### src/rtl/ivt_pkg.sv
package ivt_pkg;

  // Default width of the delay registers and counters, in timebase ticks.
  localparam int IVT_DLY_W = 16;

  // How a timer treats a start request while it is already counting.
  typedef enum logic {
    RELOAD_ALWAYS = 1'b0,  // restart from the full value
    HOLD_RUNNING  = 1'b1   // ignore the request until idle
  } ivt_policy_e;

endpackage

### src/rtl/ivt_countdown.sv
module ivt_countdown
  import ivt_pkg::*;
#(
  parameter int          DW     = IVT_DLY_W,
  parameter ivt_policy_e POLICY = RELOAD_ALWAYS
) (
  input  logic          clk,
  input  logic          rst_n,
  input  logic          tick,
  input  logic          load,
  input  logic [DW-1:0] load_val,
  input  logic          kill,
  input  logic          stop,
  output logic          running,
  output logic          expire
);

  localparam logic [DW-1:0] ONE = DW'(1);

  function automatic logic at_last(input logic [DW-1:0] c);
    return c == ONE;
  endfunction

  function automatic logic [DW-1:0] step_down(input logic [DW-1:0] c);
    return c - ONE;
  endfunction

  logic          run_q;
  logic [DW-1:0] cnt_q;
  logic          accept;
  logic          reload_hides_expiry;

  generate
    if (POLICY == RELOAD_ALWAYS) begin : g_reload
      assign accept              = load;
      assign reload_hides_expiry = load;
    end else begin : g_hold
      assign accept              = load && (!run_q || stop);
      assign reload_hides_expiry = 1'b0;
    end
  endgenerate

  assign expire  = run_q && tick && at_last(cnt_q) && !kill && !reload_hides_expiry;
  assign running = run_q;

  always_ff @(posedge clk or negedge rst_n) begin
    if (!rst_n) begin
      run_q <= 1'b0;
      cnt_q <= '0;
    end else if (kill) begin
      run_q <= 1'b0;
      cnt_q <= '0;
    end else if (accept) begin
      run_q <= 1'b1;
      cnt_q <= load_val;
    end else if (stop) begin
      run_q <= 1'b0;
      cnt_q <= '0;
    end else if (tick && run_q) begin
      cnt_q <= step_down(cnt_q);
    end
  end

  // a start is only ever requested with a nonzero delay
  a_r2_load_nonzero: assert property (@(posedge clk) disable iff (!rst_n)
    load |-> (load_val != '0));

  // a cancel leaves the timer idle
  a_r9_kill_idles: assert property (@(posedge clk) disable iff (!rst_n)
    kill |=> !run_q);

  generate
    if (POLICY == RELOAD_ALWAYS) begin : g_chk_reload
      // every start restarts from the full value
      a_r3_full_reload: assert property (@(posedge clk) disable iff (!rst_n)
        load && !kill |=> run_q && (cnt_q == $past(load_val)));
    end else begin : g_chk_hold
      // a running timer only counts down until it is stopped
      a_r5_no_restart: assert property (@(posedge clk) disable iff (!rst_n)
        run_q && !stop && !kill |=>
          run_q && (cnt_q == $past(cnt_q) - DW'($past(tick))));
    end
  endgenerate

endmodule

### src/rtl/ivt_qualify.sv
module ivt_qualify #(
  parameter int DW    = 16,
  parameter bit IS_TX = 1'b1
) (
  input  logic          pkt_done,
  input  logic          pkt_delay_req,
  input  logic [DW-1:0] pkt_dly,
  input  logic [DW-1:0] abs_dly,
  output logic          done_ok,
  output logic          pkt_load,
  output logic          abs_load
);

  function automatic logic nonzero(input logic [DW-1:0] v);
    return |v;
  endfunction

  generate
    if (IS_TX) begin : g_tx
      assign done_ok = pkt_done && pkt_delay_req;
    end else begin : g_rx
      logic unused_req;
      assign unused_req = pkt_delay_req;
      assign done_ok    = pkt_done;
    end
  endgenerate

  assign pkt_load = done_ok && nonzero(pkt_dly);
  assign abs_load = pkt_load && nonzero(abs_dly);

endmodule

### src/rtl/ivt_delay_timers.sv
module ivt_delay_timers
  import ivt_pkg::*;
#(
  parameter int DW    = IVT_DLY_W,
  parameter bit IS_TX = 1'b1
) (
  input  logic          clk,
  input  logic          rst_n,
  input  logic          tmr_tick,
  input  logic          pkt_done,
  input  logic          pkt_delay_req,
  input  logic [DW-1:0] cfg_wdata,
  input  logic          cfg_pkt_we,
  input  logic          cfg_abs_we,
  input  logic          flush_req,
  input  logic          post_taken,
  output logic          cause_pulse,
  output logic          pkt_tmr_run,
  output logic          abs_tmr_run
);

  logic [DW-1:0] pkt_dly_q;
  logic [DW-1:0] abs_dly_q;
  logic          done_ok;
  logic          pkt_load;
  logic          abs_load;
  logic          kill;
  logic          pkt_expire;
  logic          abs_expire;
  logic          expire_any;
  logic          cause_q;

  // delay registers: a write only affects later starts
  always_ff @(posedge clk or negedge rst_n) begin
    if (!rst_n) begin
      pkt_dly_q <= '0;
      abs_dly_q <= '0;
    end else begin
      if (cfg_pkt_we) pkt_dly_q <= cfg_wdata;
      if (cfg_abs_we) abs_dly_q <= cfg_wdata;
    end
  end

  ivt_qualify #(.DW(DW), .IS_TX(IS_TX)) u_qual (
    .pkt_done      (pkt_done),
    .pkt_delay_req (pkt_delay_req),
    .pkt_dly       (pkt_dly_q),
    .abs_dly       (abs_dly_q),
    .done_ok       (done_ok),
    .pkt_load      (pkt_load),
    .abs_load      (abs_load)
  );

  assign kill       = flush_req || post_taken;
  assign expire_any = pkt_expire || abs_expire;

  ivt_countdown #(.DW(DW), .POLICY(RELOAD_ALWAYS)) u_pkt_tmr (
    .clk      (clk),
    .rst_n    (rst_n),
    .tick     (tmr_tick),
    .load     (pkt_load),
    .load_val (pkt_dly_q),
    .kill     (kill),
    .stop     (expire_any),
    .running  (pkt_tmr_run),
    .expire   (pkt_expire)
  );

  ivt_countdown #(.DW(DW), .POLICY(HOLD_RUNNING)) u_abs_tmr (
    .clk      (clk),
    .rst_n    (rst_n),
    .tick     (tmr_tick),
    .load     (abs_load),
    .load_val (abs_dly_q),
    .kill     (kill),
    .stop     (expire_any),
    .running  (abs_tmr_run),
    .expire   (abs_expire)
  );

  always_ff @(posedge clk or negedge rst_n) begin
    if (!rst_n) cause_q <= 1'b0;
    else        cause_q <= expire_any;
  end

  assign cause_pulse = cause_q;

  // a cancel gives no pulse and leaves both timers idle
  a_r9_cancel_quiet: assert property (@(posedge clk) disable iff (!rst_n)
    kill |=> !cause_pulse && !pkt_tmr_run && !abs_tmr_run);

  // an expiry without a fresh completion pulses once and stops both
  a_r8_expire_stops: assert property (@(posedge clk) disable iff (!rst_n)
    expire_any && !done_ok |=> cause_pulse && !pkt_tmr_run && !abs_tmr_run);

  // a zero packet delay never wakes an idle pair
  a_r7_zero_delay_idle: assert property (@(posedge clk) disable iff (!rst_n)
    (pkt_dly_q == '0) && !pkt_tmr_run && !abs_tmr_run |=> !pkt_tmr_run && !abs_tmr_run);

  // the absolute timer never starts without the packet timer
  a_r4_abs_with_pkt: assert property (@(posedge clk) disable iff (!rst_n)
    $rose(abs_tmr_run) |-> pkt_tmr_run);

  // ignored completions keep idle timers idle
  a_r6_ignored_done: assert property (@(posedge clk) disable iff (!rst_n)
    !done_ok && !pkt_tmr_run && !abs_tmr_run |=> !pkt_tmr_run && !abs_tmr_run);

endmodule

### config.mk
export PLATFORM = sky130hd
export DESIGN_NAME = ivt_delay_timers
export DESIGN_NICKNAME = d
export VERILOG_FILES = /design/src/rtl/ivt_pkg.sv /design/src/rtl/ivt_countdown.sv /design/src/rtl/ivt_qualify.sv /design/src/rtl/ivt_delay_timers.sv
export SDC_FILE = /design/constraint.sdc
export NUM_CORES = 1
export LEC_CHECK = 0
export ABC_AREA = 1
export BUFFER_PORTS_ARGS = -buffer_cell sky130_fd_sc_hd__buf_4
export CAP_MARGIN = 20
export CORE_ASPECT_RATIO = 1.2
export CORE_MARGIN = 10
export CORE_UTILIZATION = 50
export CTS_BUF_LIST = sky130_fd_sc_hd__clkbuf_8
export DETAILED_ROUTE_END_ITERATION = 8
export PLACE_DENSITY = 0.71
export SLEW_MARGIN = 20
export SYNTH_ARGS = -nofsm -noshare
export SYNTH_HDL_FRONTEND = slang
export SYNTH_SLANG_ARGS = --single-unit
### constraint.sdc
create_clock -name clk -period 1.54 [get_ports clk]
set_input_delay 0.231 -clock clk [delete_from_list [all_inputs] [get_ports clk]]
set_output_delay 0.231 -clock clk [all_outputs]
set_load 0.1 [all_outputs]
* Word level (Yosys, flattened, before mapping) *
Index checks and enable logic that the tools add are counted.

cells by class
  reductions and logical operators = 23
  multiplexer cells = 13
  eq/ne operators = 2
  add/sub/neg operators = 2

operator list
  kind                                                number
  two-way mux 16 bit                                  8
  == test 16 x 1 -> 1 bit, second input constant      2
  OR reduction 16 bit                                 2
  subtractor 16 x 1 -> 16 bit, second input constant  2
  logical AND 1 bit                                   11
  nonzero test 4 bit                                  2
  nonzero test 3 bit                                  2
  two-way mux 1 bit                                   5
  zero test 1 bit                                     3
  logical OR 1 bit                                    3

word-level totals
  logic and storage cells = 47
  flip-flop bits (word level) = 67

* Depth between registers and ports, before layout *
  word-level depth = 9
  mapped depth = 14
  mapped depth without buffers = 13

* By module *
From an unflattened synthesis, not the netlist that was laid out.

unflattened totals
  cells, all modules = 560
  area total of the unflattened synthesis = 3960.0 sq um

by module, submodules not included
  module                      area each (sq um)  cells an instance  instances
  ivt_delay_timers            1283.7             139                1
  ivt_countdown at u_abs_tmr  1270.0             207                1
  ivt_countdown at u_pkt_tmr  1260.0             177                1
  ivt_qualify                 146.4              37                 1

* Worst setup path before layout *
OpenSTA, ideal clock, no wires.

  kind = reg-to-reg
  from = reg u_pkt_tmr.run_q (netlist: u_pkt_tmr.running)
  to = reg u_pkt_tmr.cnt_q[2]
  slack = -0.714 ns
  stages on the path, launching flop included = 12
  library setup time = 0.082 ns
  clock period less this slack = 2.254 ns
  data arrival time = 2.172 ns
  buffers on the path = 1
  cells stage by stage = dfrtp_1 -> nand2_1 -> nor2_1 -> nand3b_1 -> nor2_1 -> nand2_1 -> nand3_1 -> inv_1 -> nand2_2 -> buf_2 -> nor2_1 -> a31oi_1

between the ends
  cells in the longest elaborated chain, start to end = 8
  elaborated cells on any way between the ends = 9
  those cells by class = mux (3); reduce/logical (6)

ends and longest elaborated chain
  what                            RTL line                                  source
  start, declared                 ivt_countdown.sv:28                       logic run_q;
  start signal, assigned          ivt_countdown.sv:48                       run_q <= 1'b0;
  start signal, assigned          ivt_countdown.sv:51                       run_q <= 1'b0;
  start signal, assigned          ivt_countdown.sv:54                       run_q <= 1'b1;
  logical AND 1 bit (*)           ivt_countdown.sv:43, ivt_countdown.sv:59
  logical AND 1 bit (3 in a row)  ivt_countdown.sv:43                       assign expire = run_q && tick && at_last(cnt_q) && !kill && !reload_hides_expiry;
  logical OR 1 bit                ivt_delay_timers.sv:55                    assign expire_any = pkt_expire || abs_expire;
  two-way mux 16 bit              ivt_countdown.sv:56                       end else if (stop) begin
  two-way mux 16 bit              ivt_countdown.sv:53                       end else if (accept) begin
  two-way mux 16 bit              ivt_countdown.sv:50                       end else if (kill) begin
  end signal, assigned            ivt_countdown.sv:55                       cnt_q <= load_val;
  end signal, assigned            ivt_countdown.sv:60                       cnt_q <= step_down(cnt_q);
  end, declared                   ivt_countdown.sv:29                       logic [DW-1:0] cnt_q;

Mark *: on every way between the ends. The rest lies on a longest branch, timed or not.
A chain may end at the register's enable or synchronous reset.

* Worst setup path in the final report *
  from = reg u_pkt_tmr.cnt_q[11]
  to = reg u_abs_tmr.cnt_q[15]

between the ends
  cells in the longest elaborated chain, start to end = 9
  elaborated cells on any way between the ends = 11
  those cells by class = eq/ne (1); mux (3); reduce/logical (7)

ends and longest elaborated chain
  what                                RTL line                source
  == test 16 x 1 -> 1 bit (*)         ivt_countdown.sv:21     return c == ONE;
  logical AND 1 bit (*) (3 in a row)  ivt_countdown.sv:43
  logical OR 1 bit (*)                ivt_delay_timers.sv:55
  logical OR 1 bit                    ivt_countdown.sv:38     assign accept = load && (!run_q || stop);
  logical AND 1 bit                   ivt_countdown.sv:38
  two-way mux 16 bit                  ivt_countdown.sv:53
  two-way mux 16 bit                  ivt_countdown.sv:50
  end signal, assigned                ivt_countdown.sv:55
  end signal, assigned                ivt_countdown.sv:60
  end, declared                       ivt_countdown.sv:29

Marks and branches as above.

==> results.sh <==
export IMPL_grt_pass1_wl_um=20400
export IMPL_period_minus_slack_ns=1.92
export IMPL_yosysUniqueCellTypes=32
export IMPL_ys_warn_count=0
export IMPL_path_common_cell="nand2_1"
export IMPL_synth_flop_cell="dfrtp_1"
export IMPL_areaGrowthSynthToFinish_pct=47.0
export IMPL_cp_start_kind="flop"
export IMPL_crit_path_end_kind="flop"
export IMPL_clk_insertion_delay_late_ns=0.36
export IMPL_synth_common_cells="154 x nand2_1, 104 x nor2_1, 67 x dfrtp_1, 48 x inv_1, 48 x nand3_1"
export IMPL_hpwlAfterDp_um=9040
export IMPL_ys_seq_area_frac=0.419
export IMPL_cts_made_buffers=9
export IMPL_period_share=1.25
export IMPL_synth_top_cell_by_area="dfrtp_1"
export IMPL_num_rows=35
export IMPL_syn_area_um2=4010
export IMPL_rrSetupSlack_ns=-0.38
export IMPL_postRouteAntennaNets=0
export IMPL_dr_pass1_iters=5
export IMPL_timing_max_cap_violations=0
export IMPL_powerDensity_nw_per_um2=917
export IMPL_vias_per_cell=5.34
export IMPL_fp_dieW_um=102
export IMPL_core_area_um2=7750
export IMPL_placed_cells=780
export IMPL_worstMarginPinSlew_ns=0.396
export IMPL_cpPeakStageDelay_ns=0.45
export IMPL_required_ns=1.78
export IMPL_drive_above_1_share=0.356
export IMPL_grtUsageTotal=0.212
export IMPL_critPathKind="flop to flop"
export IMPL_antenna_cells=0
export IMPL_cts_root_buf="clkbuf_8"
export IMPL_cp_slowest_cell="dfrtp_1"
export IMPL_hold_class="input port to flop"
export IMPL_clock_sinks=67
export IMPL_outcome="finished with violations"
export IMPL_worstHoldStart="cfg_wdata[12]"
export IMPL_r2r_cells=13
export IMPL_syn_inst=556
export IMPL_wire_per_inst_um=16.1
export IMPL_hold_depth=3
export IMPL_worst_path_buf_inv=1
export IMPL_arrival_ns=2.16
export IMPL_grt_pass1_vias=4412
export IMPL_yosysMostFrequentCell="nand2_1"
export IMPL_wirelength_um=13100
export IMPL_crit_path_max_fanout=10
export IMPL_leakagePower_nw=3.06
export IMPL_slew_violations=0
export IMPL_nets=744
export IMPL_clkSlewWorstSetupHoldPaths_ns=0.09
export IMPL_final_cells=812
export IMPL_dieArea_um2=12000
export IMPL_io_buffers=27
export IMPL_synth_top_area_frac=0.419
export IMPL_place_area_um2=5250
export IMPL_ys_ff_latch=67
export IMPL_cts_tree="yes"
export IMPL_rsz0062_at_grt="yes"
export IMPL_relSlewSlack=0.734
export IMPL_fin_skew_ns=0.0168
export IMPL_worst_slack_ns=-0.381
export IMPL_synth_avg_cell_area_um2=7.20
export IMPL_htree_levels=3
export IMPL_antenna_found_initial=0
export IMPL_setup_violations=35
export IMPL_ys_async_sr_fraction=1.00
export IMPL_fin_area_um2=5890
export IMPL_hold_end="abs_dly_q[12]"
export IMPL_via_count=4333
export IMPL_ys_top_cells_by_area="dfrtp_1 42%, nand2_1 14%, nor2_1 9.7%, nand3_1 6.0%, o21ai_0 4.7%"
export IMPL_violations="setup timing"
export IMPL_nFillCells=526
export IMPL_hold_violations=0
export IMPL_vdd_drop_max_v=0.000722
export IMPL_gp_congestion=0.938
export IMPL_r2r_start="u_pkt_tmr.cnt_q[11]"
export IMPL_synth_edf_count=0
export IMPL_die_y_um=118
export IMPL_start_util=0.517
export IMPL_path_delay_family="simple AND/OR/NAND/NOR gates"
export IMPL_post_route_drc_count=0
export IMPL_syn_nets=585
export IMPL_crit_chain="nor2_4 -> nand2_1 -> nor2_1 -> nand2_1 -> nor2_2 -> nand3_2 -> nand3_4 -> nand2_4 -> buf_4 -> nand2_1 -> nand2_1 -> nand2_1 -> nand2_1"
export IMPL_reg2reg_to="u_abs_tmr.cnt_q[15]"
export IMPL_overflow=0
export IMPL_fmax_ghz=0.521
export IMPL_pin_count=28
export IMPL_post_place_ws_ns=-0.293
export IMPL_clk_path_buf_depth=2
export IMPL_first_iter_violations=299
export IMPL_grt_max_degree=45
==> placed cells by master, fill, tap and decap left out, types with 3 or more instances in the layout <==
cell	netlist	layout
a21oi_1	5	5
buf_12	0	5
buf_4	0	143
buf_6	1	13
clkbuf_8	0	9
clkinvlp_4	0	3
dfrtp_1	67	65
inv_1	48	43
inv_2	0	5
mux2_2	12	12
nand2_1	154	144
nand2_2	2	5
nand2_4	1	7
nand2_8	0	4
nand3_1	48	44
nand3_2	1	4
nand3b_1	4	4
nand4_1	6	6
nor2_1	104	89
nor2_2	8	15
nor2_4	0	8
o21ai_0	38	31
o21ai_1	0	5
xnor2_1	8	7
xor2_1	12	11
==> routing by layer <==
layer / track usage / share of wire / up-vias
met5: 0 / 0 / -
met4: 0.110 / 0.040 / 0
met3: 0.0382 / 0.042 / 41
met2: 0.377 / 0.52 / 125
met1: 0.229 / 0.40 / 2074
li1: - / - / 2093
==> how the worst max path moves through the flow <==
stage	slack [ns]	depth (start not counted)	endpoint	from
6_report	-0.38	13	u_abs_tmr.cnt_q[15]	u_pkt_tmr.cnt_q[11]
5_1_grt	-0.45	14	u_pkt_tmr.cnt_q[12]	u_pkt_tmr.cnt_q[1]
4_1_cts	-0.24	12	u_abs_tmr.cnt_q[15]	pkt_dly_q[8]
3_5_place_dp	-0.29	11	u_pkt_tmr.cnt_q[5]	pkt_dly_q[8]
3_3_place_gp	-0.25	11	u_pkt_tmr.cnt_q[14]	u_abs_tmr.cnt_q[9]
2_1_floorplan	-0.16	13	u_abs_tmr.cnt_q[10]	u_pkt_tmr.cnt_q[1]
==> sequential cells by signal, indices dropped and copies added (netlist names) <==
name / flops
u_pkt_tmr.cnt_q: 16
cause_pulse: 1
abs_dly_q: 16
u_pkt_tmr.running: 1
u_abs_tmr.running: 1
pkt_dly_q: 16
u_abs_tmr.cnt_q: 16
==> layout make-up <==
class,instances,area [um^2],area share
inverters,48,209,0.0355
repair buffers,163,1350,0.228
flip-flops and latches,67,1680,0.286
clock inverters,7,47.5,0.00808
clock buffers,9,124,0.0210
multi-input cells,426,2360,0.401
well taps,92,115,0.0196
==> per-stage QoR <==
stage | TNS (ns) | hold WS, ns | utilization | power [mW]
6_report | -10.21 | 0.0895 | 0.759 | 5.40
5_1_grt | -13.45 | 0.0813 | 0.759 | 5.69
4_1_cts | -5.58 | 0.0918 | 0.733 | 5.26
3_5_place_dp | -8.56 | 0.166 | 0.677 | 3.87
3_3_place_gp | -6.90 | 0.162 | 0.677 | 3.82
2_1_floorplan | -3.80 | -0.0646 | - | 3.05
==> logic make-up (layout without fill, tap and decap cells) <==
| logic type | count (synthesis) | after routing | share of synthesized area |
|---|---|---|---|
| muxes | 13 | 13 | 0.0362 |
| adders and majority gates | 4 | 4 | 0.0125 |
| DFF | 67 | 67 | 0.419 |
| and+or+nand+nor | 337 | 340 | 0.356 |
| AOI/OAI and AO/OA | 49 | 49 | 0.0669 |
| buffers and inverters | 66 | 227 | 0.0665 |
| xor gates and xnor gates | 20 | 20 | 0.0437 |
==> where the power goes <==
part           switching [mW]  internal, mW
sequential              0.117          1.92
combinational            1.08         0.963
clock                   0.743         0.577
total                    1.94          3.46
==> repair_timing <==
| item | in CTS | in global routing |
|---|---|---|
| hold endpoints to repair | 23 | 0 |
| gates cloned | 3 | 0 |
| pin swaps | 8 | 18 |
| setup buffers | 8 | 4 |
| resized for setup | 40 | 47 |
| hold buffers | 1 | 0 |
| endpoints found under the setup margin | 35 | 35 |
==> worst reg2reg max path: stages (launching register included) <==
cell and delay [ns]:
dfrtp_1 0.45, nor2_4 0.17, nand2_1 0.09, nor2_1 0.14
nand2_1 0.08, nor2_2 0.12, nand3_2 0.11, nand3_4 0.12
nand2_4 0.09, buf_4 0.19, nand2_1 0.07, nand2_1 0.05
nand2_1 0.07, nand2_1 0.06
Power figures use the tool's default switching activity.
